**src/rtl/rpf_pkg.sv**
```systemverilog
package rpf_pkg;

  typedef enum logic [1:0] {
    CMD_MR  = 2'b00,
    CMD_MRL = 2'b01,
    CMD_MRM = 2'b10,
    CMD_RSV = 2'b11
  } rd_cmd_e;

  typedef struct packed {
    logic [1:0] dt_lim;
    logic       spare;
    logic       auto_flush;
    logic       one_dw;
    logic       mrm_dis;
    logic       mrl_dis;
    logic       mr_dis;
  } pf_cfg_t;

  localparam int unsigned ACT_MAX  = 2;
  localparam int unsigned PEND_MAX = 5;
  localparam int unsigned CNT_W    = $clog2(ACT_MAX + PEND_MAX + 1);

endpackage

```
**src/rtl/rpf_len_calc.sv**
```systemverilog
module rpf_len_calc
  import rpf_pkg::*;
#(
  parameter int unsigned AW       = 32,
  parameter int unsigned LINE_DW  = 16,
  parameter int unsigned PF_LINES = 4,
  parameter int unsigned LEN_W    = 7
) (
  input  pf_cfg_t          cfg_i,
  input  rd_cmd_e          cmd_i,
  input  logic [AW-1:0]    addr_i,
  output logic [LEN_W-1:0] len_o
);

  localparam int unsigned PF_DW   = LINE_DW * PF_LINES;
  localparam int unsigned LINE_SH = $clog2(LINE_DW);
  localparam int unsigned PF_SH   = $clog2(PF_DW);

  logic [LEN_W-1:0] to_line, to_pf;
  logic             multi, line;

  assign to_line = LEN_W'(LINE_DW) - LEN_W'(addr_i[LINE_SH+1:2]);

  generate
    if (PF_LINES > 1) begin : g_multi
      assign to_pf = LEN_W'(PF_DW) - LEN_W'(addr_i[PF_SH+1:2]);
    end else begin : g_single
      assign to_pf = to_line;
    end
  endgenerate

  always_comb begin
    multi = 1'b0;
    line  = 1'b0;
    case (cmd_i)
      CMD_MRL: begin
        multi = !cfg_i.mrl_dis;
        line  = cfg_i.mrl_dis;
      end
      CMD_MRM: begin
        multi = !cfg_i.mrm_dis;
        line  = cfg_i.mrm_dis;
      end
      default: line = !cfg_i.mr_dis;  // plain read and code 11
    endcase
  end

  always_comb begin
    if (cfg_i.one_dw)  len_o = LEN_W'(1);
    else if (multi)    len_o = to_pf;
    else if (line)     len_o = to_line;
    else               len_o = LEN_W'(1);
  end

  logic unused_bits;
  assign unused_bits = ^{addr_i[AW-1:PF_SH+2], addr_i[1:0], cfg_i.dt_lim,
                         cfg_i.spare, cfg_i.auto_flush};

endmodule

```
**src/rtl/rpf_dt_admit.sv**
```systemverilog
module rpf_dt_admit
  import rpf_pkg::*;
#(
  parameter int unsigned A_MAX = ACT_MAX,
  parameter int unsigned P_MAX = PEND_MAX,
  parameter int unsigned CW    = CNT_W
) (
  input  logic       clk_i,
  input  logic       rst_ni,
  input  logic [1:0] lim_i,
  input  logic       req_valid_i,
  input  logic       done_i,
  output logic       accept_o,
  output logic       retry_o,
  output logic       start_o
);

  logic [CW-1:0] act_q, pend_q, act_d, pend_d;
  logic [CW-1:0] act_lim, pend_lim;
  logic [CW:0]   occ, tot_lim;
  logic          start_d, promote, to_act;

  always_comb begin
    case (lim_i)
      2'b01:   begin act_lim = CW'(A_MAX); pend_lim = '0; end
      2'b10:   begin act_lim = CW'(1);     pend_lim = '0; end
      default: begin act_lim = CW'(A_MAX); pend_lim = CW'(P_MAX); end
    endcase
  end

  assign occ      = {1'b0, act_q} + {1'b0, pend_q};
  assign tot_lim  = {1'b0, act_lim} + {1'b0, pend_lim};
  assign accept_o = req_valid_i && (occ < tot_lim);
  assign retry_o  = req_valid_i && !accept_o;

  always_comb begin
    act_d   = act_q;
    pend_d  = pend_q;
    promote = 1'b0;
    to_act  = 1'b0;
    if (done_i && act_q != '0) act_d = act_d - CW'(1);
    if (pend_d != '0 && act_d < act_lim) begin
      promote = 1'b1;
      act_d   = act_d + CW'(1);
      pend_d  = pend_d - CW'(1);
    end
    if (accept_o) begin
      if (pend_d == '0 && act_d < act_lim) begin
        to_act = 1'b1;
        act_d  = act_d + CW'(1);
      end else begin
        pend_d = pend_d + CW'(1);
      end
    end
    start_d = promote || to_act;
  end

  always_ff @(posedge clk_i or negedge rst_ni) begin
    if (!rst_ni) begin
      act_q   <= '0;
      pend_q  <= '0;
      start_o <= 1'b0;
    end else begin
      act_q   <= act_d;
      pend_q  <= pend_d;
      start_o <= start_d;
    end
  end

endmodule

```
**src/rtl/rpf_flush_gen.sv**
```systemverilog
module rpf_flush_gen (
  input  logic clk_i,
  input  logic rst_ni,
  input  logic auto_flush_i,
  input  logic disconnect_i,
  output logic flush_o
);

  logic disc_q;

  always_ff @(posedge clk_i or negedge rst_ni) begin
    if (!rst_ni) begin
      disc_q  <= 1'b0;
      flush_o <= 1'b0;
    end else begin
      disc_q  <= disconnect_i;
      flush_o <= auto_flush_i && disconnect_i && !disc_q;
    end
  end

endmodule

```
**src/rtl/rd_prefetch_ctrl.sv**
```systemverilog
module rd_prefetch_ctrl
  import rpf_pkg::*;
#(
  parameter  int unsigned AW       = 32,
  parameter  int unsigned LINE_DW  = 16,
  parameter  int unsigned PF_LINES = 4,
  localparam int unsigned LEN_W    = $clog2(LINE_DW * PF_LINES + 1)
) (
  input  logic             clk_i,
  input  logic             rst_ni,
  input  logic [7:0]       cfg_i,
  input  logic             req_valid_i,
  input  logic [1:0]       req_cmd_i,
  input  logic [AW-1:0]    req_addr_i,
  input  logic             done_i,
  input  logic             disconnect_i,
  output logic [LEN_W-1:0] fetch_dw_o,
  output logic             accept_o,
  output logic             retry_o,
  output logic             start_o,
  output logic             flush_o
);

  pf_cfg_t cfg;
  rd_cmd_e cmd;

  assign cfg = pf_cfg_t'(cfg_i);
  assign cmd = rd_cmd_e'(req_cmd_i);

  rpf_len_calc #(
    .AW(AW), .LINE_DW(LINE_DW), .PF_LINES(PF_LINES), .LEN_W(LEN_W)
  ) u_len (
    .cfg_i (cfg),
    .cmd_i (cmd),
    .addr_i(req_addr_i),
    .len_o (fetch_dw_o)
  );

  rpf_dt_admit u_admit (
    .clk_i      (clk_i),
    .rst_ni     (rst_ni),
    .lim_i      (cfg.dt_lim),
    .req_valid_i(req_valid_i),
    .done_i     (done_i),
    .accept_o   (accept_o),
    .retry_o    (retry_o),
    .start_o    (start_o)
  );

  rpf_flush_gen u_flush (
    .clk_i       (clk_i),
    .rst_ni      (rst_ni),
    .auto_flush_i(cfg.auto_flush),
    .disconnect_i(disconnect_i),
    .flush_o     (flush_o)
  );

endmodule

```
**config.mk**
```make
export PLATFORM = sky130hd
export DESIGN_NAME = rd_prefetch_ctrl
export DESIGN_NICKNAME = d
export VERILOG_FILES = /design/src/rtl/rpf_pkg.sv /design/src/rtl/rpf_len_calc.sv /design/src/rtl/rpf_dt_admit.sv /design/src/rtl/rpf_flush_gen.sv /design/src/rtl/rd_prefetch_ctrl.sv
export SDC_FILE = /design/constraint.sdc
export NUM_CORES = 1
export LEC_CHECK = 0
export BUFFER_PORTS_ARGS = -buffer_cell sky130_fd_sc_hd__buf_2
export CELL_PAD_IN_SITES_DETAIL_PLACEMENT = 2
export CELL_PAD_IN_SITES_GLOBAL_PLACEMENT = 2
export CORE_MARGIN = 2
export CORE_UTILIZATION = 25
export DETAILED_ROUTE_END_ITERATION = 7
export GPL_ROUTABILITY_DRIVEN = 0
export PLACE_DENSITY = 0.76
export SLEW_MARGIN = 20
export SYNTH_ARGS = -nofsm -noshare
export SYNTH_HDL_FRONTEND = slang
export SYNTH_HIERARCHICAL = 1
export SYNTH_SLANG_ARGS = --single-unit
```
**constraint.sdc**
```tcl
create_clock -name clk_i -period 4.5 [get_ports clk_i]
set_clock_uncertainty 0.1 [all_clocks]
set_input_delay 0.45 -clock clk_i [delete_from_list [all_inputs] [get_ports clk_i]]
set_output_delay 0.45 -clock clk_i [all_outputs]
set_load 0.02 [all_outputs]
```
== Word level (Yosys, flattened, before mapping) ==
Cells that the tools add are included.
Widths: inputs -> output; s select.

* Reduce and logical (&&, ||, !) cells: 17
* Order comparisons: 3
* Eq/ne operators: 4
* Multiplexer cells: 17
* Div/mod/pow operators: 0
* Shift-type cells: 0
* $add $sub $neg: 9
* Bitwise gates (word level): 0
* Multipliers: 0

{| class="wikitable"
|+ Operator list
! cell !! count
|-
| $mux 3 || 8
|-
| $mux 7 || 3
|-
| $add 3x1->3 const B || 3
|-
| $logic_and 1x1->1 || 7
|-
| $sub 7x6->7 const A || 1
|-
| $lt 3x2->1 || 2
|-
| $reduce_bool 3->1 || 2
|-
| $sub 3x1->3 const B || 2
|-
| $sub 5x4->6 const A || 1
|-
| $logic_not 1->1 || 5
|-
| $add 2x3->4 || 1
|-
| $add 3x3->4 || 1
|-
| $eq 2x1->1 const B || 2
|-
| $eq 2x2->1 const B || 2
|-
| $lt 4x4->1 || 1
|-
| $pmux 1 s2 || 2
|-
| $logic_not 3->1 || 1
|-
| $mux 1 || 3
|-
| $mux 2 || 1
|-
| $reduce_or 2->1 || 1
|-
| $logic_or 1x1->1 || 1
|}

* Bits in registers: 9
* Memory bits (writable): 0
* Memory bits (read-only): 0
* Logic and storage cells: 55
* Memories kept: 0
* Latch bits: 0

== Depth between registers and ports, before layout ==
* Word-level depth: 11
* Gate-level depth with buffers: 19
* Depth with buffers taken out: 18

== Cells and area by module ==
The synthesis kept the hierarchy.

{| class="wikitable"
|+ Modules (own cells, without submodules)
! module !! times used !! area each (um^2) !! seq. area each (um^2) !! cells an instance
|-
| rpf_dt_admit || 1 || 925.9 || 175.2 || 99
|-
| rpf_len_calc || 1 || 205.2 || 0.0 || 32
|-
| rpf_flush_gen || 1 || 58.8 || 50.0 || 3
|}

== Least setup slack after synthesis ==
OpenSTA, ideal clock, no wires.

* Path kind: reg2reg
* From: register u_admit.act_q[0]
* To: register u_admit.act_q[1]
* Required time: 4,275 ps
* Path slack: 644 ps
* Data arrival time: 3,631 ps
* Cell stages (with the launch flop): 18
* Clock period less this slack: 3,856 ps
* Path through: dfrtp_1 inv_1 ha_1 nor2b_1 o21ai_0 o21ai_0 ha_1 inv_1 o311a_1 buf_6 xnor2_1 ha_1 inv_1 a311oi_1 o2111ai_1 a211oi_2 nand3_4 mux2_4

* Word-level cells in the longest chain between the ends: 10
* Elaborated cells between the ends (all ways): 18
* Classes of those cells: add/sub: 4; order compare: 3; mux: 5; reduce/logical: 6

{| class="wikitable"
|+ Ends and longest elaborated chain
! element !! RTL line !! source
|-
| start, declared || rpf_dt_admit.sv:18 || <nowiki>logic [CW-1:0] act_q, pend_q, act_d, pend_d;</nowiki>
|-
| start signal, assigned || rpf_dt_admit.sv:64 || <nowiki>act_q <= act_d;</nowiki>
|-
| branches (longest 9 deep; another with $sub 3x1->3) || -- ||
|-
| $mux 3 * || rpf_dt_admit.sv:47 || <nowiki>if (accept_o) begin</nowiki>
|-
| via u_admit.act_d[1] || rpf_dt_admit.sv:18 ||
|}

Mark *: on every way through the listed nets, which the timed path passes.

== Worst setup path in the final report ==
Same ends and word-level chain as after synthesis.

==> flow_metrics.py <==
metrics = {
    "floorplanning": {
        "chipWidth_um": 73.0,
        "num_rows": 25,
        "die_area_mm2": 0.00533,
        "die_h_um": 73.0,
        "coreArea_mm2": 0.00466,
        "start_util": 0.255,
        "io_pins": 58,
    },
    "power_and_ir_drop": {
        "power_density_mw_per_mm2": 765,
        "leakage_nw": 0.757,
        "finalPower_mw": 1.13,
        "vdd_drop_max_mv": 0.343,
    },
    "global_route": {
        "busiest_layer": "met2",
        "grt_pass1_vias": 1251,
        "track_usage": 0.136,
        "use_met3": 0.0262,
        "antenna_found_initial": 0,
        "grt_max_degree": 10,
        "overflow": 0,
        "grt_pass1_wl_um": 5730,
        "grt_util_met2": 0.271,
        "grt_use_met1": 0.150,
    },
    "timing": {
        "max_freq_mhz": 244,
        "tightestPinTransition_ps": 534,
        "maxSlewHeadroom": 0.644,
        "setup_viol": 0,
        "setup_tns_ps": 0,
        "finalCritPeriodShare": 0.910,
        "hold_violations": 0,
        "min_period_ps": 4100,
        "rsz0062_at_grt": "no",
        "slew_viol_final": 0,
    },
    "hold_path": {
        "hp-class": "primary input to flip-flop",
        "hold_end": "u_flush/disc_q",
        "min-delay-start": "disconnect_i",
        "holdPathStages": 1,
    },
    "critical_path": {
        "path_max_fanout": 6,
        "crit_buf_inv": 4,
        "critPathKind": "flip-flop to flip-flop",
        "end_kind": "flip-flop",
        "critPathLaunch": "u_admit/act_q[0]",
        "required_ps": 4510,
        "r2r_slack_ps": 400,
        "worstSetupPathDepth": 17,
        "r2r-end": "u_admit/act_q[1]",
        "crit_chain": "inv_1 -> ha_1 -> nor2b_1 -> o21ai_0 -> o21ai_0 -> ha_1 -> inv_1 -> o311a_1 -> xnor2_2 -> ha_1 -> inv_1 -> a311oi_1 -> o2111ai_1 -> a211oi_2 -> buf_4 -> nand3_4 -> mux2_4",
        "worstReg2RegStart": "u_admit/act_q[0]",
        "crit_path_start_kind": "flip-flop",
        "worstPathArrival_ps": 4100,
        "slowest_stage": "dfrtp_1",
        "ff2ff_path_depth": 17,
        "slowest_delay_ps": 460,
        "cp_top_family": "compound AO/OA/AOI/OAI gates",
    },
    "clock_network": {
        "post_cts_buffers": 0,
        "numClockSinks": 9,
        "cts_tree": "yes",
        "cts_buffers": 3,
        "htreeDepth": 1,
        "cts_max_path_buffers": 2,
        "root_buffer": "clkbuf_8",
        "clkLatencyLatePin_ps": 230,
        "clk_pin_slew_ps": 40,
    },
    "synth": {
        "synth_cell_type_count": 38,
        "synth_area_leader_cell": "ha_1",
        "seq_area_frac_synth": 0.189,
        "synthTopCellsByArea": "ha_1 21%, dfrtp_1 19%, inv_1 6.6%, nor2_1 4.7%, xnor2_1 4.4%",
        "synthesis.area_mm2": 0.00119,
        "yosys_warnings": 6,
        "synth_seq_cells": 9,
        "synth_nets": 202,
        "ys_async_sr_fraction": 1.00,
        "yosysTopAreaCellShare": 0.210,
        "synthCells": 134,
        "syn_area_per_cell_um2": 8.88,
        "synth_ff_type": "dfrtp_1",
        "synth_edf_count": 0,
    },
    "routing": {
        "vias_per_cell": 4.76,
        "drt_iter0_markers": 13,
        "route.detailed.drc": 0,
        "postRouteAntennaNets": 0,
        "firstDrtPassIters": 3,
        "wl_um": 3340,
        "wl_per_cell_um": 14.8,
        "vias": 1071,
    },
    "place": {
        "numPortBuffers": 30,
        "dp_hpwl_um": 2970,
    },
    "cells_and_area": {
        "n_antenna_cell": 0,
        "final-seq-area_um2": 225,
        "drive_above_1_share": 0.298,
        "final_common_cell": "buf_2",
        "multiInputGateArea_um2": 882,
        "finalCoreUtilization": 0.318,
        "layout_common_cells": "30 x buf_2, 21 x inv_1, 20 x ha_1",
        "fillers": 542,
        "area_growth_pct": 24.5,
        "nNetsFinal": 240,
    },
    "run": {
        "cap_viol_max_count": 0,
    },
    "run_status": {
        "outcome": "complete, no violations",
    },
}
[cell families after synthesis]
group | Yosys count | share of synthesized area
compound gates | 23 | 0.173
xor+xnor | 10 | 0.0736
fa+ha+maj | 21 | 0.227
buf+inv | 22 | 0.0757
flops | 9 | 0.189
mux | 7 | 0.0799
simple gates | 42 | 0.181
[layout make-up]
type,instances,area share
multi-input combinational,103,0.595
sequential,9,0.152
timing repair buffer,34,0.123
inverter,21,0.0532
tap,54,0.0456
clock buffer,4,0.0304
[per-layer routing]
metal,share of wire,wire (um)
met1,0.39,1310
met2,0.58,1940
met3,0.023,77
met4,0.0051,17
met5,0,0
[where the power goes]
part           internal (mW)  switching, mW
clock network         0.0615         0.0297
logic                  0.398          0.484
registers              0.118         0.0429
total                  0.578          0.556
[worst register-to-register path: cells and delay by family, from the launching register on]
family	cells	cell delay (ps)
buffers and inverters	4	400
AOI/OAI and AO/OA	6	1390
muxes	1	330
adders and majority gates	3	770
DFF	1	460
and+or+nand+nor	2	270
xor gates and xnor gates	1	260
[repair_timing]
action | 4_1_cts | 5_1_grt
hold buffers | 1 | 0
setup endpoints to repair | 0 | 1
resized for setup | 0 | 1
endpoints found under the hold margin | 9 | 0
[synthesized netlist by cell type (all sizes together) (3+ instances only)]
cell    count
inv        21
ha         20
nor2       16
dfrtp       9
nand2       9
nand2b      6
xnor2       6
a211oi      4
mux2        4
xor2        4
a21oi       3
mux2i       3
nand3       3
o21ai       3
[registers in the layout, indices dropped and copies added (netlist names)]
signal / flops
u_admit/pend_q: 3
u_flush/flush_o: 1
u_admit/start_o: 1
u_admit/act_q: 3
u_flush/disc_q: 1
[metrics by stage]
step                area, um^2  setup slack, ps  instances  hold WS (ps)
detailed placement        1420              304        220           217
finish                    1480              404        225           239
global route              1480             88.7        225           231
floorplan                 1190              644        134          54.4
CTS                       1470              253        225           232
global placement          1420              562        220           214
[worst max-delay path by stage]
| stage | to | slack [ps] |
|---|---|---|
| after floorplan | u_admit/act_q[1] | 640 |
| after global placement | u_admit/act_q[1] | 560 |
| after detailed placement | u_admit/act_q[1] | 300 |
| after CTS | u_admit/act_q[1] | 250 |
| after global routing | u_admit/act_q[1] | 90 |
| final | u_admit/act_q[1] | 400 |
No activity file was read; power rests on OpenSTA's default activity.
